File: src/rtl/sflash_spi_front.sv
`timescale 1ns/1ps
module sflash_spi_front #(
  parameter int BUF_BYTES   = 16,
  parameter int SYNC_STAGES = 2,
  parameter int ADDR_BITS   = 24
) (
  input  logic clk,
  input  logic rst_n,
  input  logic sck_i,
  input  logic csn_i,
  input  logic holdn_i,
  input  logic wpn_i,
  input  logic io0_i,
  output logic io0_o,
  output logic io0_oe,
  output logic io1_o,
  output logic io1_oe
);

  localparam int IW = (BUF_BYTES > 1) ? $clog2(BUF_BYTES) : 1;
  localparam logic [4:0] ADDR_LAST = 5'(ADDR_BITS - 1);
  localparam logic [7:0] OP_WREN  = 8'h06;
  localparam logic [7:0] OP_RDSR  = 8'h05;
  localparam logic [7:0] OP_WRSR  = 8'h01;
  localparam logic [7:0] OP_READ  = 8'h03;
  localparam logic [7:0] OP_DREAD = 8'h3B;

  typedef enum logic [2:0] {S_CMD, S_ADDR, S_DUMMY, S_WSR, S_OUT, S_SKIP} st_t;

  function automatic logic [7:0] rom_byte(input logic [IW-1:0] i);
    return 8'(32'(i) * 32'd29 + 32'd7);
  endfunction

  logic [SYNC_STAGES-1:0] sck_p, cs_p, hold_p, wp_p, di_p;
  logic sck_d, cs_d;
  logic sck_s, cs_s, hold_s, wp_s, di_s;

  st_t st;
  logic                 sel;
  logic [4:0]           cnt;
  logic [6:0]           sh;
  logic [7:0]           op;
  logic [ADDR_BITS-1:0] addr;
  logic [7:0]           osr;
  logic                 io0_q, io1_q;
  logic                 wel, srp, tb;
  logic [2:0]           bp;

  assign sck_s  = sck_p[SYNC_STAGES-1];
  assign cs_s   = cs_p[SYNC_STAGES-1];
  assign hold_s = hold_p[SYNC_STAGES-1];
  assign wp_s   = wp_p[SYNC_STAGES-1];
  assign di_s   = di_p[SYNC_STAGES-1];

  wire rise    = sck_s & ~sck_d;
  wire fall    = ~sck_s & sck_d;
  wire cs_fall = cs_d & ~cs_s;
  wire held    = sel & ~hold_s;
  wire go      = sel & ~held & ~cs_s;
  wire dual    = (op == OP_DREAD);

  wire [7:0]           nxt_in   = {sh, di_s};
  wire [ADDR_BITS-1:0] addr_in  = {addr[ADDR_BITS-2:0], di_s};
  wire [ADDR_BITS-1:0] addr_inc = addr + 1'b1;
  wire [7:0]           status_w = {srp, 1'b0, tb, bp, wel, 1'b0};
  wire                 last_slot = dual ? (cnt == 5'd3) : (cnt == 5'd7);
  wire                 wsr_fire  = go & rise & (st == S_WSR) & (cnt == 5'd7);
  wire                 wr_lock   = srp & ~wp_s;

  assign io1_o  = io1_q;
  assign io0_o  = io0_q;
  assign io1_oe = go & (st == S_OUT);
  assign io0_oe = go & (st == S_OUT) & dual;

  always_ff @(posedge clk or negedge rst_n) begin
    if (!rst_n) begin
      sck_p  <= '0;
      cs_p   <= '0;
      hold_p <= '1;
      wp_p   <= '1;
      di_p   <= '0;
      sck_d  <= 1'b0;
      cs_d   <= 1'b0;
      sel    <= 1'b0;
      st     <= S_CMD;
      cnt    <= '0;
      sh     <= '0;
      op     <= '0;
      addr   <= '0;
      osr    <= '0;
      io0_q  <= 1'b0;
      io1_q  <= 1'b0;
      wel    <= 1'b0;
      srp    <= 1'b0;
      tb     <= 1'b0;
      bp     <= '0;
    end else begin
      sck_p  <= {sck_p[SYNC_STAGES-2:0], sck_i};
      cs_p   <= {cs_p[SYNC_STAGES-2:0], csn_i};
      hold_p <= {hold_p[SYNC_STAGES-2:0], holdn_i};
      wp_p   <= {wp_p[SYNC_STAGES-2:0], wpn_i};
      di_p   <= {di_p[SYNC_STAGES-2:0], io0_i};
      sck_d  <= sck_s;
      cs_d   <= cs_s;

      if (cs_s) begin
        sel <= 1'b0;
        st  <= S_CMD;
        cnt <= '0;
      end else begin
        if (cs_fall) sel <= 1'b1;

        if (go && rise) begin
          unique case (st)
            S_CMD: begin
              sh <= nxt_in[6:0];
              if (cnt == 5'd7) begin
                cnt <= '0;
                op  <= nxt_in;
                unique case (nxt_in)
                  OP_WREN: begin
                    wel <= 1'b1;
                    st  <= S_SKIP;
                  end
                  OP_RDSR: begin
                    osr <= status_w;
                    st  <= S_OUT;
                  end
                  OP_WRSR:           st <= S_WSR;
                  OP_READ, OP_DREAD: st <= S_ADDR;
                  default:           st <= S_SKIP;
                endcase
              end else begin
                cnt <= cnt + 5'd1;
              end
            end
            S_ADDR: begin
              addr <= addr_in;
              if (cnt == ADDR_LAST) begin
                cnt <= '0;
                osr <= rom_byte(addr_in[IW-1:0]);
                st  <= dual ? S_DUMMY : S_OUT;
              end else begin
                cnt <= cnt + 5'd1;
              end
            end
            S_DUMMY: begin
              if (cnt == 5'd7) begin
                cnt <= '0;
                st  <= S_OUT;
              end else begin
                cnt <= cnt + 5'd1;
              end
            end
            S_WSR: begin
              sh <= nxt_in[6:0];
              if (cnt == 5'd7) begin
                cnt <= '0;
                st  <= S_SKIP;
                if (wel) begin
                  wel <= 1'b0;
                  if (!wr_lock) begin
                    srp <= nxt_in[7];
                    tb  <= nxt_in[5];
                    bp  <= nxt_in[4:2];
                  end
                end
              end else begin
                cnt <= cnt + 5'd1;
              end
            end
            default: ;
          endcase
        end

        if (go && fall && st == S_OUT) begin
          io1_q <= osr[7];
          if (dual) io0_q <= osr[6];
          if (last_slot) begin
            cnt <= '0;
            if (op == OP_RDSR) begin
              osr <= status_w;
            end else begin
              osr  <= rom_byte(addr_inc[IW-1:0]);
              addr <= addr_inc;
            end
          end else begin
            cnt <= cnt + 5'd1;
            osr <= dual ? {osr[5:0], 2'b00} : {osr[6:0], 1'b0};
          end
        end
      end
    end
  end

  AST_IDLE_UNSEL: assert property (@(posedge clk) disable iff (!rst_n)
    !sel |-> (st == S_CMD && cnt == 5'd0));
  AST_ABORT_IDLE: assert property (@(posedge clk) disable iff (!rst_n)
    $rose(cs_s) |=> (st == S_CMD && cnt == 5'd0 && !io1_oe));
  AST_HOLD_FREEZE: assert property (@(posedge clk) disable iff (!rst_n)
    (held && !cs_s) |=> ($stable(cnt) && $stable(st) && $stable(osr)));
  AST_FALL_ONLY: assert property (@(posedge clk) disable iff (!rst_n)
    (st == S_OUT && !(go && fall)) |=> $stable(io1_o));
  AST_WREN_SET: assert property (@(posedge clk) disable iff (!rst_n)
    (go && rise && st == S_CMD && cnt == 5'd7 && nxt_in == OP_WREN) |=> wel);
  AST_WEL_DROP: assert property (@(posedge clk) disable iff (!rst_n)
    wsr_fire |=> !wel);
  AST_NOWEL_KEEP: assert property (@(posedge clk) disable iff (!rst_n)
    (wsr_fire && !wel) |=> ($stable(srp) && $stable(tb) && $stable(bp)));
  AST_WP_LOCK: assert property (@(posedge clk) disable iff (!rst_n)
    (wsr_fire && srp && !wp_s) |=> ($stable(srp) && $stable(tb) && $stable(bp)));

endmodule

File: config.mk
export PLATFORM = sky130hd
export DESIGN_NAME = sflash_spi_front
export DESIGN_NICKNAME = d
export VERILOG_FILES = /design/src/rtl/sflash_spi_front.sv
export SDC_FILE = /design/constraint.sdc
export NUM_CORES = 1
export LEC_CHECK = 0
export ABC_AREA = 1
export CAP_MARGIN = 20
export CORE_MARGIN = 2
export CORE_UTILIZATION = 25
export CTS_CLUSTER_SIZE = 28
export DETAILED_ROUTE_END_ITERATION = 10
export PLACE_DENSITY_LB_ADDON = 0.3
export REMOVE_ABC_BUFFERS = 1
export SLEW_MARGIN = 10
export SYNTH_ARGS = -nofsm -noshare
export SYNTH_HDL_FRONTEND = slang
export SYNTH_SLANG_ARGS = --single-unit
File: constraint.sdc
create_clock -name clk -period 4.3 [get_ports clk]
set_input_delay 0.86 -clock clk [delete_from_list [all_inputs] [get_ports clk]]
set_output_delay 0.86 -clock clk [all_outputs]
set_load 0.05 [all_outputs]
==> results.py <==
metrics = {
    "placement": {
        "io_buffers": 10,
        "hpwl_um": 6980,
        "gp_routability_congestion": 0.826,
    },
    "final_layout": {
        "drive_gt1_share_pct": 8.05,
        "num_antenna_cells": 0,
        "fillCellCount": 1717,
        "finalNetCount": 574,
        "syn2layout_area_growth_pct": 11.7,
    },
    "critical_path": {
        "crit_path_frequent_cell": "nand2_1",
        "cp_max_fo": 12,
        "crit_path_end_kind": "flip-flop",
        "critPathLaunch": "addr[0]",
        "cp_slowest_stage_delay_ns": 0.56,
        "crit_chain": "ha_1, or2_2, nand2_1, inv_1, nand3_1, nand2_1, ha_1, a21o_1, ha_1, ha_1, ha_1, nand2_1, nor3_1, nand2_1, nand2_1, nand3_1, nand3_1, nand2_1, a21oi_1",
        "r2r-start": "addr[0]",
        "crit_path_start_kind": "flip-flop",
        "critPathArrivalTime_ns": 3.89,
        "required_ns": 4.53,
        "path_class": "flip-flop to flip-flop",
        "slowest_stage": "dfrtp_1",
    },
    "global_route": {
        "grt_pass1_vias": 3259,
        "grt_max_degree": 32,
        "grt_pass1_wl_um": 15800,
        "grt_antenna_before_repair": 0,
        "grt_use_total_pct": 11.7,
        "grt.overflow.total": 0,
    },
    "worst_hold_path": {
        "hp-start": "sck_p[0]",
        "hp-class": "flip-flop to flip-flop",
    },
    "clock_network": {
        "htree_levels": 2,
        "insertion_delay_ns": 0.30,
        "cts_buffer_depth": 2,
        "cts_buffers": 5,
        "cts_resized": 0,
        "cts_tree": "built",
        "post_cts_buffers": 0,
        "clock-sinks": 56,
        "holdBufCountCts": 0,
        "root_buffer": "clkbuf_16",
        "clkTransAtPathRegs_ns": 0.08,
    },
    "synth": {
        "syn_inst": 522,
        "yosysSeqAreaShare_pct": 35.7,
        "synth-edff-count": 0,
        "ys_ff_latch": 56,
        "syn-cell-area_um2": 3940,
        "syn_avg_cell_area_um2": 7.56,
        "ys_types": 44,
        "ys_async_sr_fraction_pct": 100,
        "synth_ff_type": "dfrtp_1",
        "yosysWarnings": 0,
    },
    "detailed_routing": {
        "routed_wl_um": 8910,
        "drtAntennaViolNets": 0,
        "drt_iter0_markers": 190,
        "firstDrtPassIters": 5,
        "wire_per_inst_um": 12.0,
        "drc": 0,
        "num_vias": 3358,
        "drt-vias-per-instance": 4.51,
    },
    "floorplanning": {
        "core_um2": 15300,
        "pin_count": 11,
        "die_w_um": 130,
        "num_rows": 45,
        "die_h_um": 130,
        "start_util_pct": 25.8,
        "die_area_um2": 16800,
    },
    "timing": {
        "worstMarginPinSlew_ns": 0.793,
        "hold_viol": 0,
        "final.setup_skew_ns": 0.00919,
        "hold_ws_ns": 0.354,
        "clock.fmax_mhz": 273,
        "layout_min_cycle_time_ns": 3.66,
        "setup_viol": 0,
        "slew_viol_final": 0,
        "slew_headroom_pct": 46.8,
        "setup_tns_ns": 0,
        "finalCritPeriodShare_pct": 85.1,
        "grt_setup_unrepaired": "no",
    },
    "job": {
        "maxCapViolCount": 0,
    },
    "pwr": {
        "total_leakage_power_nw": 2.23,
        "vdd_drop_max_v": 0.000190,
        "p_per_area_nw_per_um2": 324,
    },
    "outcome": {
        "status": "completed",
    },
}
power breakdown:
| group | leakage (nW) | switching (mW) | internal, mW |
|---|---|---|---|
| clock network | 0.0742 | 0.200 | 0.219 |
| logic | 1.42 | 0.259 | 0.148 |
| registers | 0.737 | 0.0391 | 0.564 |
| total | 2.23 | 0.498 | 0.931 |
critical path, delay by kind of cell, from the launching register on:
kind            cells  cell delay (ns)
simple gates       11             1.22
buf+inv             1             0.12
flops               1             0.56
fa+ha+maj           5             1.38
compound gates      2             0.30
area by class of cell:
cell class,instances,area [um^2],share of cell area [%]
inverters,81,307,6.96
well taps,211,264,5.99
clock inverters,3,22.5,0.511
flip-flops and latches,56,1410,31.9
multi-input cells,377,2170,49.3
repair buffers,12,110,2.50
clock buffers,5,125,2.84
synth_stat cells (7+ instances only):
cell / instances / area, um^2
o211ai_1: 8 / 60.1
o21ai_1: 14 / 70.1
dfrtp_1: 52 / 1300
ha_1: 28 / 350
nand2_2: 8 / 50.1
nand3_1: 40 / 200
o21ai_0: 26 / 130
nand2_1: 141 / 529
inv_1: 73 / 274
nand4_1: 7 / 43.8
nor2_1: 45 / 169
a21oi_1: 15 / 75.1
final timing paths:
kind                       cells after the start       end  slack [ns]
setup / recovery                              19    osr[7]        0.64
hold / removal                                 0  sck_p[1]        0.35
setup reg to reg                              19    osr[7]        0.64
hold reg to reg                                0  sck_p[1]        0.35
max in group asynchronous                      2   wp_p[1]        2.88
min in group asynchronous                      1   cs_p[0]        0.55
stage by stage:
| stage | instances | setup WS, ns | power [mW] | utilization [%] | cell area, um^2 |
|---|---|---|---|---|---|
| after floorplan | 514 | 0.979 | 0.908 | - | 3880 |
| after global placement | 737 | 0.711 | 1.01 | 27.8 | 4260 |
| after detailed placement | 737 | 0.634 | 1.02 | 27.8 | 4260 |
| after CTS | 745 | 0.604 | 1.44 | 28.8 | 4410 |
| after global routing | 745 | 0.206 | 1.54 | 28.8 | 4410 |
| final | 745 | 0.640 | 1.43 | 28.8 | 4410 |
flip-flops by register name, indices dropped and copies added, names as in the netlist, 2 cells and up:
name and flops:
bp 3, cs_p 2, addr 4, osr 8
cnt 5, hold_p 2, op 8, di_p 2
sh 7, sck_p 2, wp_p 2, st 3
cells by family (layout without fill, tap and decap cells):
| family | after synthesis | count (layout) | share of synthesized area (%) |
|---|---|---|---|
| and+or+nand+nor | 261 | 261 | 30.2 |
| buffers and inverters | 89 | 101 | 9.26 |
| AOI/OAI and AO/OA | 76 | 76 | 11.6 |
| DFF | 56 | 56 | 35.7 |
| adders and majority gates | 34 | 34 | 11.9 |
| xor gates and xnor gates | 5 | 5 | 1.11 |
| muxes | 1 | 1 | 0.254 |
metal layers:
metal  wire length, um  share of wire [%]  global-route usage, %
met5                 0                  0                      0
met3               329                3.7                   1.86
met4               171                1.9                   3.80
met1              4320                 48                   16.3
met2              4090                 46                   18.6
cell usage in the layout (no fill, tap or decap), types with 2 or more instances in the layout:
cell type and count:
nand2_1 141, inv_1 73, dfrtp_1 52, nor2_1 45, nand3_1 40, ha_1 28, o21ai_0 26, a21oi_1 15
o21ai_1 14, clkdlybuf4s50_1 9, nand2_2 8, o211ai_1 8, nand4_1 7, fa_1 6, inv_2 5, clkbuf_16 5
nor3_1 4, nand3b_1 4, dfstp_2 4, xor2_1 3, nor2_4 3, xnor2_1 2, o31ai_1 2, a21o_1 2
nand3_4 2, clkinv_1 2, buf_4 2
Power figures use the tool's default switching activity.
